===== config.mk =====
export PLATFORM = sky130hd
export DESIGN_NAME = ifp_assembler
export DESIGN_NICKNAME = d
export VERILOG_FILES = /design/src/rtl/ifp_pkg.sv /design/src/rtl/ifp_csum.sv /design/src/rtl/ifp_subpack.sv /design/src/rtl/ifp_assembler.sv
export SDC_FILE = /design/constraint.sdc
export NUM_CORES = 1
export LEC_CHECK = 0
export ABC_CLOCK_PERIOD_IN_PS = 9000
export BUFFER_PORTS_ARGS = -buffer_cell sky130_fd_sc_hd__buf_4
export CORE_MARGIN = 1.5
export CORE_UTILIZATION = 50
export DETAILED_ROUTE_END_ITERATION = 10
export GPL_TIMING_DRIVEN = 0
export PLACE_DENSITY_LB_ADDON = 0.25
export SLEW_MARGIN = 10
export SYNTH_ARGS = -nofsm -noshare
export SYNTH_HDL_FRONTEND = slang
export SYNTH_SLANG_ARGS = --single-unit

===== constraint.sdc =====
create_clock -name clk -period 9 [get_ports clk]
set_input_delay 1.8 -clock clk [delete_from_list [all_inputs] [get_ports clk]]
set_output_delay 1.8 -clock clk [all_outputs]
set_load 0.01 [all_outputs]

===== src/rtl/ifp_pkg.sv =====
package ifp_pkg;

    typedef enum logic [2:0] {
        S_IDLE,
        S_HDR,
        S_SUB,
        S_CTRL,
        S_FIN
    } ifp_state_e;

    localparam logic [7:0] AUDIO_TYPE  = 8'h84;
    localparam int         AUDIO_BYTES = 6;
    localparam int         SUB_BYTES   = 7;

endpackage


===== src/rtl/ifp_csum.sv =====
module ifp_csum #(
    parameter int MAX_BYTES = 14,
    parameter int LEN_W     = 4
) (
    input  logic [7:0]             type_i,
    input  logic [7:0]             version_i,
    input  logic [LEN_W-1:0]       len_i,
    input  logic [8*MAX_BYTES-1:0] bytes_i,
    output logic [7:0]             csum_o
);

    logic [7:0] masked [MAX_BYTES];
    logic [7:0] acc;

    generate
        for (genvar g = 0; g < MAX_BYTES; g++) begin : g_mask
            if (g == 0) begin : g_first
                assign masked[g] = 8'h00;
            end else begin : g_rest
                assign masked[g] = (32'(g) < 32'(len_i)) ? bytes_i[8*g +: 8] : 8'h00;
            end
        end
    endgenerate

    always_comb begin
        acc = type_i + version_i + (8'(len_i) - 8'd1);
        for (int i = 0; i < MAX_BYTES; i++) begin
            acc = acc + masked[i];
        end
        csum_o = 8'h00 - acc;
    end

endmodule


===== src/rtl/ifp_subpack.sv =====
module ifp_subpack #(
    parameter int MAX_BYTES = 14,
    parameter int LEN_W     = 4,
    parameter int SUB_W     = 2
) (
    input  logic [8*MAX_BYTES-1:0] frame_i,
    input  logic [LEN_W-1:0]       fill_i,
    input  logic [SUB_W-1:0]       idx_i,
    output logic [31:0]            lo_o,
    output logic [31:0]            hi_o
);
    import ifp_pkg::*;

    localparam int NSUB   = (MAX_BYTES + SUB_BYTES - 1) / SUB_BYTES;
    localparam int PADDED = NSUB * SUB_BYTES;

    logic [7:0] padded [PADDED];
    logic [7:0] sel    [SUB_BYTES];

    generate
        for (genvar p = 0; p < PADDED; p++) begin : g_pad
            if (p < MAX_BYTES) begin : g_real
                assign padded[p] = (32'(p) < 32'(fill_i)) ? frame_i[8*p +: 8] : 8'h00;
            end else begin : g_zero
                assign padded[p] = 8'h00;
            end
        end
    endgenerate

    always_comb begin
        for (int j = 0; j < SUB_BYTES; j++) begin
            sel[j] = 8'h00;
            for (int k = 0; k < NSUB; k++) begin
                if (32'(idx_i) == k) begin
                    sel[j] = padded[k*SUB_BYTES + j];
                end
            end
        end
        lo_o = {sel[3], sel[2], sel[1], sel[0]};
        hi_o = {8'h00, sel[6], sel[5], sel[4]};
    end

endmodule


===== src/rtl/ifp_assembler.sv =====
module ifp_assembler #(
    parameter int MAX_BYTES = 14,
    parameter int ADDR_W    = 8,
    parameter int LEN_W     = $clog2(MAX_BYTES + 1)
) (
    input  logic                   clk,
    input  logic                   rst_n,
    input  logic                   start_i,
    input  logic                   video_only_i,
    input  logic [7:0]             type_i,
    input  logic [7:0]             version_i,
    input  logic [LEN_W-1:0]       len_i,
    input  logic [8*MAX_BYTES-1:0] payload_i,
    input  logic [ADDR_W-1:0]      hdr_addr_i,
    input  logic [ADDR_W-1:0]      ctrl_addr_i,
    output logic                   wr_en_o,
    output logic [ADDR_W-1:0]      wr_addr_o,
    output logic [31:0]            wr_data_o,
    output logic                   done_o
);
    import ifp_pkg::*;

    localparam int NSUB  = (MAX_BYTES + SUB_BYTES - 1) / SUB_BYTES;
    localparam int SUB_W = $clog2(NSUB + 1);

    typedef struct packed {
        ifp_state_e             st;
        logic [7:0]             typ;
        logic [7:0]             ver;
        logic [LEN_W-1:0]       len;
        logic [8*MAX_BYTES-1:0] pay;
        logic [ADDR_W-1:0]      base;
        logic [ADDR_W-1:0]      ctrl;
        logic                   vonly;
        logic [SUB_W-1:0]       idx;
        logic                   hi;
        logic                   wr_en;
        logic [ADDR_W-1:0]      wr_addr;
        logic [31:0]            wr_data;
        logic                   done;
    } regs_t;

    regs_t q, d;

    logic [7:0]             csum;
    logic                   is_audio;
    logic [LEN_W-1:0]       eff_len;
    logic [LEN_W-1:0]       fill_len;
    logic [SUB_W-1:0]       nsub;
    logic [8*MAX_BYTES-1:0] frame;
    logic [31:0]            sub_lo;
    logic [31:0]            sub_hi;

    ifp_csum #(
        .MAX_BYTES(MAX_BYTES),
        .LEN_W    (LEN_W)
    ) u_csum (
        .type_i   (q.typ),
        .version_i(q.ver),
        .len_i    (q.len),
        .bytes_i  (q.pay),
        .csum_o   (csum)
    );

    always_comb begin
        is_audio = (q.typ == AUDIO_TYPE);
        eff_len  = is_audio ? LEN_W'(AUDIO_BYTES) : q.len;
        fill_len = (is_audio && (32'(q.len) > AUDIO_BYTES)) ? LEN_W'(AUDIO_BYTES) : q.len;
        nsub     = SUB_W'((32'(eff_len) + SUB_BYTES - 1) / SUB_BYTES);
        frame    = q.pay;
        frame[7:0] = csum;
    end

    ifp_subpack #(
        .MAX_BYTES(MAX_BYTES),
        .LEN_W    (LEN_W),
        .SUB_W    (SUB_W)
    ) u_subpack (
        .frame_i(frame),
        .fill_i (fill_len),
        .idx_i  (q.idx),
        .lo_o   (sub_lo),
        .hi_o   (sub_hi)
    );

    always_comb begin
        d         = q;
        d.wr_en   = 1'b0;
        d.done    = 1'b0;
        case (q.st)
            S_IDLE: begin
                if (start_i) begin
                    d.typ   = type_i;
                    d.ver   = version_i;
                    d.len   = len_i;
                    d.pay   = payload_i;
                    d.base  = hdr_addr_i;
                    d.ctrl  = ctrl_addr_i;
                    d.vonly = video_only_i;
                    d.idx   = '0;
                    d.hi    = 1'b0;
                    d.st    = video_only_i ? S_CTRL : S_HDR;
                end
            end
            S_HDR: begin
                d.wr_en   = 1'b1;
                d.wr_addr = q.base;
                d.wr_data = {12'h000, 4'(q.len - 1'b1), q.ver, q.typ};
                d.st      = (nsub == '0) ? S_CTRL : S_SUB;
            end
            S_SUB: begin
                d.wr_en   = 1'b1;
                d.wr_addr = q.base + ADDR_W'(1) + ADDR_W'({q.idx, 1'b0}) + ADDR_W'(q.hi);
                d.wr_data = q.hi ? sub_hi : sub_lo;
                if (q.hi) begin
                    d.hi  = 1'b0;
                    d.idx = q.idx + 1'b1;
                    if ((q.idx + 1'b1) == nsub) begin
                        d.st = S_CTRL;
                    end
                end else begin
                    d.hi = 1'b1;
                end
            end
            S_CTRL: begin
                d.wr_en   = 1'b1;
                d.wr_addr = q.ctrl;
                d.wr_data = {31'h0, ~q.vonly};
                d.st      = S_FIN;
            end
            S_FIN: begin
                d.done = 1'b1;
                d.st   = S_IDLE;
            end
            default: d.st = S_IDLE;
        endcase
    end

    always_ff @(posedge clk or negedge rst_n) begin
        if (!rst_n) begin
            q    <= '0;
            q.st <= S_IDLE;
        end else begin
            q <= d;
        end
    end

    assign wr_en_o   = q.wr_en;
    assign wr_addr_o = q.wr_addr;
    assign wr_data_o = q.wr_data;
    assign done_o    = q.done;

    logic [ADDR_W-1:0] hdr_base_q;
    logic [ADDR_W-1:0] ctrl_addr_q;
    logic              video_only_q;
    logic              busy_q;

    assign hdr_base_q   = q.base;
    assign ctrl_addr_q  = q.ctrl;
    assign video_only_q = q.vonly;
    assign busy_q       = (q.st != S_IDLE);

endmodule


==> results of run 1 <==
==> worst paths after layout <==
path | startpoint | endpoint | slack [ns] | cells past startpoint
worst max-delay path | q[177] | wr_data_o[7] | 1.16 | 24
worst min register to register | wr_data_o[25] | wr_data_o[25] | 0.48 | 2
max in group asynchronous | rst_n | q[42] | 6.67 | 2
worst max register to register | q[177] | wr_data_o[7] | 1.16 | 24
worst min-delay path | wr_data_o[25] | wr_data_o[25] | 0.48 | 2
min in group asynchronous | rst_n | frame[20] | 1.34 | 1
==> area by class of cell <==
cell class / instances / area [um2]
fill: 2041 / 9090
multi-input combinational: 725 / 6450
sequential: 189 / 4730
timing repair buffer: 186 / 1420
buffer: 94 / 524
inverter: 123 / 462
clock buffer: 18 / 429
tap: 319 / 399
clock inverter: 14 / 176
==> critical path, stage by stage (launching register included) <==
cell      delay (ns)
dfrtp_1         0.34
buf_2           0.22
clkbuf_1        0.42
clkbuf_1        0.57
clkbuf_1        0.53
a21o_1          0.33
nand2_1         0.13
fa_1            0.59
inv_1           0.07
fa_1            0.47
fa_1            0.49
inv_1           0.06
fa_1            0.52
fa_1            0.55
inv_1           0.05
fa_1            0.53
inv_1           0.07
ha_1            0.29
a21o_1          0.15
a21oi_1         0.25
o21bai_1        0.15
a21oi_1         0.30
xnor2_1         0.19
xnor3_1         0.30
o22ai_1         0.19
==> state kept, by name, indices dropped and copies added (netlist names) <==
register,cells
wr_en_o,1
ctrl_addr_q,8
done_o,1
wr_data_o,32
hdr_base_q,8
q,26
frame,104
video_only_q,1
wr_addr_o,8
==> routing by layer <==
metal  up-vias  GRT usage [%]
li1       4193              -
met1      4759           43.2
met2       445           49.4
met3        79           5.13
met4         0           12.5
met5         -              0
==> metrics by stage <==
stage / setup WS, ns / utilization (%) / hold slack, ns / instance area [um2]
after floorplan: 2.67 / - / 0.451 / 12200
after global placement: 1.32 / 58.9 / 0.469 / 13900
after detailed placement: 1.31 / 59.1 / 0.473 / 14000
after CTS: 1.29 / 61.6 / 0.491 / 14600
after global routing: 0.875 / 61.6 / 0.513 / 14600
final: 1.16 / 61.6 / 0.484 / 14600
==> cell families after synthesis <==
family / synth area share [%]
compound gates: 11.7
fa+ha+maj: 17.3
simple gates: 9.06
mux: 12.3
flops: 38.9
buf+inv: 8.11
xor+xnor: 2.63
==> Yosys cell counts (5+ instances only) <==
library cell,instances,area (um2)
a21oi_1,29,145
a22oi_1,56,420
and2_1,31,194
and3_1,13,81.3
buf_2,5,25.0
buf_4,40,300
clkbuf_1,43,161
dfrtp_1,189,4730
fa_1,87,1740
ha_1,29,363
inv_1,122,458
mux2_2,127,1430
mux2i_1,7,70.1
nand2_1,89,334
nand2b_1,9,56.3
nand3_1,9,45.0
nor2_1,41,154
nor2b_1,16,100
nor3_1,8,40.0
o21a_1,12,90.1
o21ai_0,56,280
o221ai_1,14,123
o22a_1,13,114
o22ai_1,10,62.6
xnor2_1,26,228
xor2_1,8,70.1
==> summary.txt, run 1 <==
Drt
  – Average wire per standard cell: ~23 um
  – Routed wire length: 38300 um
  – Via count: 9476
  – Wire length on met1: 16300 um
  – Drt first-iter violations: 988
  – Detail Route Antenna Nets: 0
  – Drc violations: 0
  – Met2 wire length: 17900 um
  – Met3 WL: 2750 um
  – Average vias per placed instance: 5.68
  – Max Used Layer: met4
  – Pre-antenna DRT Iters: 6

Timing
  – Final min period: 7.84 ns
  – Slew Limit Fails: 0
  – Least-Margin Pin Slew: 1.24 ns
  – Accumulated negative setup slack: 0 ns
  – Clock Skews: roughly 0.015 ns
  – Slew headroom: 17.3%
  – Period Utilization, post-route: 87.1%
  – RSZ-0062 raised after global routing: false
  – Final hold violation count: 0
  – Max Clk Rate: 128 MHz
  – Setup violations, final: 0

Synth
  – Mapped cell area: 0.0122 mm2
  – Sequential area share after synthesis: 38.9%
  – YS warnings: 0
  – Async set-reset flop share out of synthesis: 100%
  – Synth unique cells: 53
  – Syn Area/Cell: 10.8 um2
  – Mapped Cells: 1131
  – Syn_nets: approximately 1400
  – Ys flop type: dfrtp_1
  – Number of synthesized flops with an enable pin: 0
  – Synthesized flop and latch total: 189

Status
  – Outcome: finished clean

Placed design
  – DP Wirelength: 30400 um
  – I/O Buffers: 185
  – Gp weighted congestion: 0.997
  – Dpl cells: 1636

Clocking
  – Setup Buffers After CTS: 0
  – CTS tree: done
  – Maximum clock path buffer count: 2
  – Post-cts repair resize count: 0
  – CTS Root Cell: clkbuf_16
  – Clock Latency Late Sink: 0.46 ns
  – H-Tree Depth: 4
  – Reg clk slew, reported paths: ~0.08 ns
  – Clk sinks: 189
  – Total CTS buffers: 17
  – CTS Hold Bufs: 0

Cells and area
  – Most common cell after layout, fill and taps aside: buf_4
  – Final Net Count: 1604
  – Syn-to-layout area delta: 20.0%
  – Fin cells: about 1700
  – Inserted Diodes: 0
  – Fraction of final layout cells sized beyond drive strength 1: 29.5%
  – Highest-count cells in the layout ignoring fill and taps: buf_4, dfrtp_1, mux2_2

Global route
  – Initial antenna violation count: 0
  – Largest net degree at the start of global routing: ~110
  – First-pass GRT wire length: just under 60000 um
  – GRT overflow: 0
  – Total GRT Usage: 31.2%
  – Number of global-route vias before repair: 9629

Critical path
  – Crit path capture type: flip-flop
  – CP Launch Type: flip-flop
  – Kind of critical path: flip-flop to flip-flop
  – Arrival time at the worst endpoint: 8.21 ns
  – Critical Path RT: about 9.4 ns
  – Critical Path Fanout Max: 10

Floorplan
  – IO Count: 194
  – Core area: 0.0237 mm2
  – Full die area: 0.0253 mm2
  – Chip width: 159 um
  – Initial Util: 51.4%
  – Row Count: 56
  – Die height: 159 um

Hold path
  – Worst min path class: flip-flop to flip-flop

Run
  – Max-cap violations: 0
Power of run 1 is left out: the tool's default activity adds up to more than one toggle a clock period on the data nets, which glitch-free logic cannot reach.
==> inputs of run 2 (changes only) <==
- BUFFER_PORTS_ARGS: -buffer_cell sky130_fd_sc_hd__buf_4 -> not set
- DONT_BUFFER_PORTS: not set -> 1
==> summary.txt, run 2 (synthesis gave the netlist of run 1 again) <==
Status
  – Outcome: finished clean

Cells and area
  – Highest-count cells in the layout ignoring fill and taps: dfrtp_1, mux2_2, inv_1
  – Final Net Count: 1418 (-12%)
  – Max reg flops: 104 (unchanged)
  – Fraction of final layout cells sized beyond drive strength 1: 18.2% (-11 points)
  – Syn-to-layout area delta: 8.22%
  – Post-layout util: 55.6% (-6.1 points)
  – Most common cell after layout, fill and taps aside: dfrtp_1
  – Layout fillers: 2141 (+4.9%)

Timing
  – Slew headroom: 14.3% (-3.0 points)
  – Period Utilization, post-route: 87.4% (+0.27 points)
  – Final hold violation count: 0 (unchanged)
  – Hold Slack: 0.483 ns (-0.00152 ns)
  – Slew Limit Fails: 0 (unchanged)
  – RSZ-0062 raised after global routing: false
  – Accumulated negative setup slack: 0 ns (unchanged)
  – Setup violations, final: 0 (unchanged)
  – Least-Margin Pin Slew: 1.28 ns (+0.0352 ns)
  – Max Clk Rate: 127 MHz (-0.31%)
  – Clock Skews: 0.0171 ns (+0.00196 ns)
  – Final min period: 7.87 ns (+0.0247 ns)

Drt
  – Average wire per standard cell: 25.1 um (+9.1%)
  – Routed wire length: 37200 um (-3.0%)
  – Drt first-iter violations: 794 (-20%)
  – Detail Route Antenna Nets: 0 (unchanged)
  – Drc violations: 0 (unchanged)
  – Via count: 8854 (-6.6%)
  – Average vias per placed instance: 5.97 (+5.1%)
  – Pre-antenna DRT Iters: 5 (-1)

Critical path
  – Crit path capture type: flip-flop
  – CP Cell Sequence: buf_2, clkbuf_1, clkbuf_1, clkbuf_1, a21o_1, nand2_1, fa_1, inv_1, fa_1, fa_1, inv_1, fa_1, fa_1, inv_1, fa_1, inv_1, ha_1, a21o_1, a21oi_1, o21bai_1, a21oi_1, xnor2_1, xnor3_1, o22ai_1
  – Worst path most repeated cell: fa_1
  – Arrival time at the worst endpoint: 8.25 ns (+0.04 ns)
  – Crit-path max cell delay: 0.59 ns (about the same)
  – Kind of critical path: flip-flop to flip-flop
  – Critical Path RT: 9.38 ns (about the same)
  – Critical path's slowest cell: fa_1
  – Critical Path Fanout Max: 10 (unchanged)
  – CP Launch Type: flip-flop

Floorplan
  – Initial Util: 51.4% (unchanged)
  – Chip width: 159 um (unchanged)
  – Die height: 159 um (unchanged)
  – Row Count: 56 (unchanged)
  – Full die area: 0.0253 mm2 (unchanged)
  – Core area: 0.0237 mm2 (unchanged)
  – IO Count: 194 (unchanged)

Global route
  – GRT overflow: 0 (unchanged)
  – First-pass GRT wire length: 56200 um (-3.8%)
  – Largest net degree at the start of global routing: 190 (+78%)
  – Number of global-route vias before repair: 9174 (-4.7%)
  – Initial antenna violation count: 2 (+2)
  – Total GRT Usage: 30.4% (-0.78 points)

Clocking
  – Clk sinks: 189 (unchanged)
  – Maximum clock path buffer count: 2 (unchanged)
  – CTS Root Cell: clkbuf_16
  – Total CTS buffers: 17 (unchanged)
  – CTS tree: done
  – CTS Hold Bufs: 0 (unchanged)
  – H-Tree Depth: 4 (unchanged)
  – Post-cts repair resize count: 0 (unchanged)
  – Clock Latency Late Sink: 0.46 ns (about the same)
  – Reg clk slew, reported paths: 0.08 ns (about the same)
  – Setup Buffers After CTS: 0 (unchanged)

Placed design
  – I/O Buffers: 0 (-100%)
  – DP Wirelength: 29400 um (-3.1%)
  – Gp weighted congestion: 0.984 (-1.3%)

Hold path
  – Worst min path class: flip-flop to flip-flop

Run
  – Max-cap violations: 0 (unchanged)
[run 2: final timing paths]
path	startpoint	endpoint	slack, ns	cells after the start
worst max-delay path	q[177]	wr_data_o[7]	1.13	24
worst min-delay path	wr_data_o[24]	wr_data_o[24]	0.48	2
worst max register to register	q[177]	wr_data_o[7]	1.13	24
worst min register to register	wr_data_o[24]	wr_data_o[24]	0.48	2
max in group asynchronous	rst_n	wr_data_o[0]	7.56	0
min in group asynchronous	rst_n	frame[82]	1.03	0
[run 2: layer usage]
layer | share of wire [%] | vias to the layer above | global-route usage [%]
met5 | 0.027 | - | 0
met4 | 3.9 | 2 | 13.0
met3 | 9.5 | 80 | 7.24
met2 | 46 | 467 | 47.7
met1 | 40 | 4488 | 40.7
li1 | - | 3817 | -
[run 2: through the flow]
| step | instance area (um2) | setup WS [ns] | instances |
|---|---|---|---|
| floorplan | 12200 | 2.67 | 1131 |
| global placement | 12600 | 1.37 | 1450 |
| detailed placement | 12600 | 1.27 | 1450 |
| CTS | 13200 | 1.24 | 1482 |
| global route | 13200 | 0.868 | 1482 |
| finish | 13200 | 1.13 | 1483 |
[run 2: area by class of cell]
type                    instances  area (um2)  share of cell area, %
plain buffers                  94         524                   3.98
inverters                     123         462                   3.51
flip-flops and latches        189        4730                   35.9
multi-input cells             725        6450                   49.0
clock inverters                15         173                   1.31
clock buffers                  17         425                   3.23
diodes                          1        2.50                 0.0190
well taps                     319         399                   3.03
[run 2: worst max-delay path, delay by kind of cell (launching register included)]
family,cells,cell delay (ns)
AO/OA/AOI/OAI,6,1.36
flip-flops,1,0.37
buffers and inverters,8,2.01
adder cells (fa/ha/maj),7,3.43
XOR/XNOR,2,0.48
AND/OR/NAND/NOR,1,0.13
Power of run 2 is left out for the same reason.
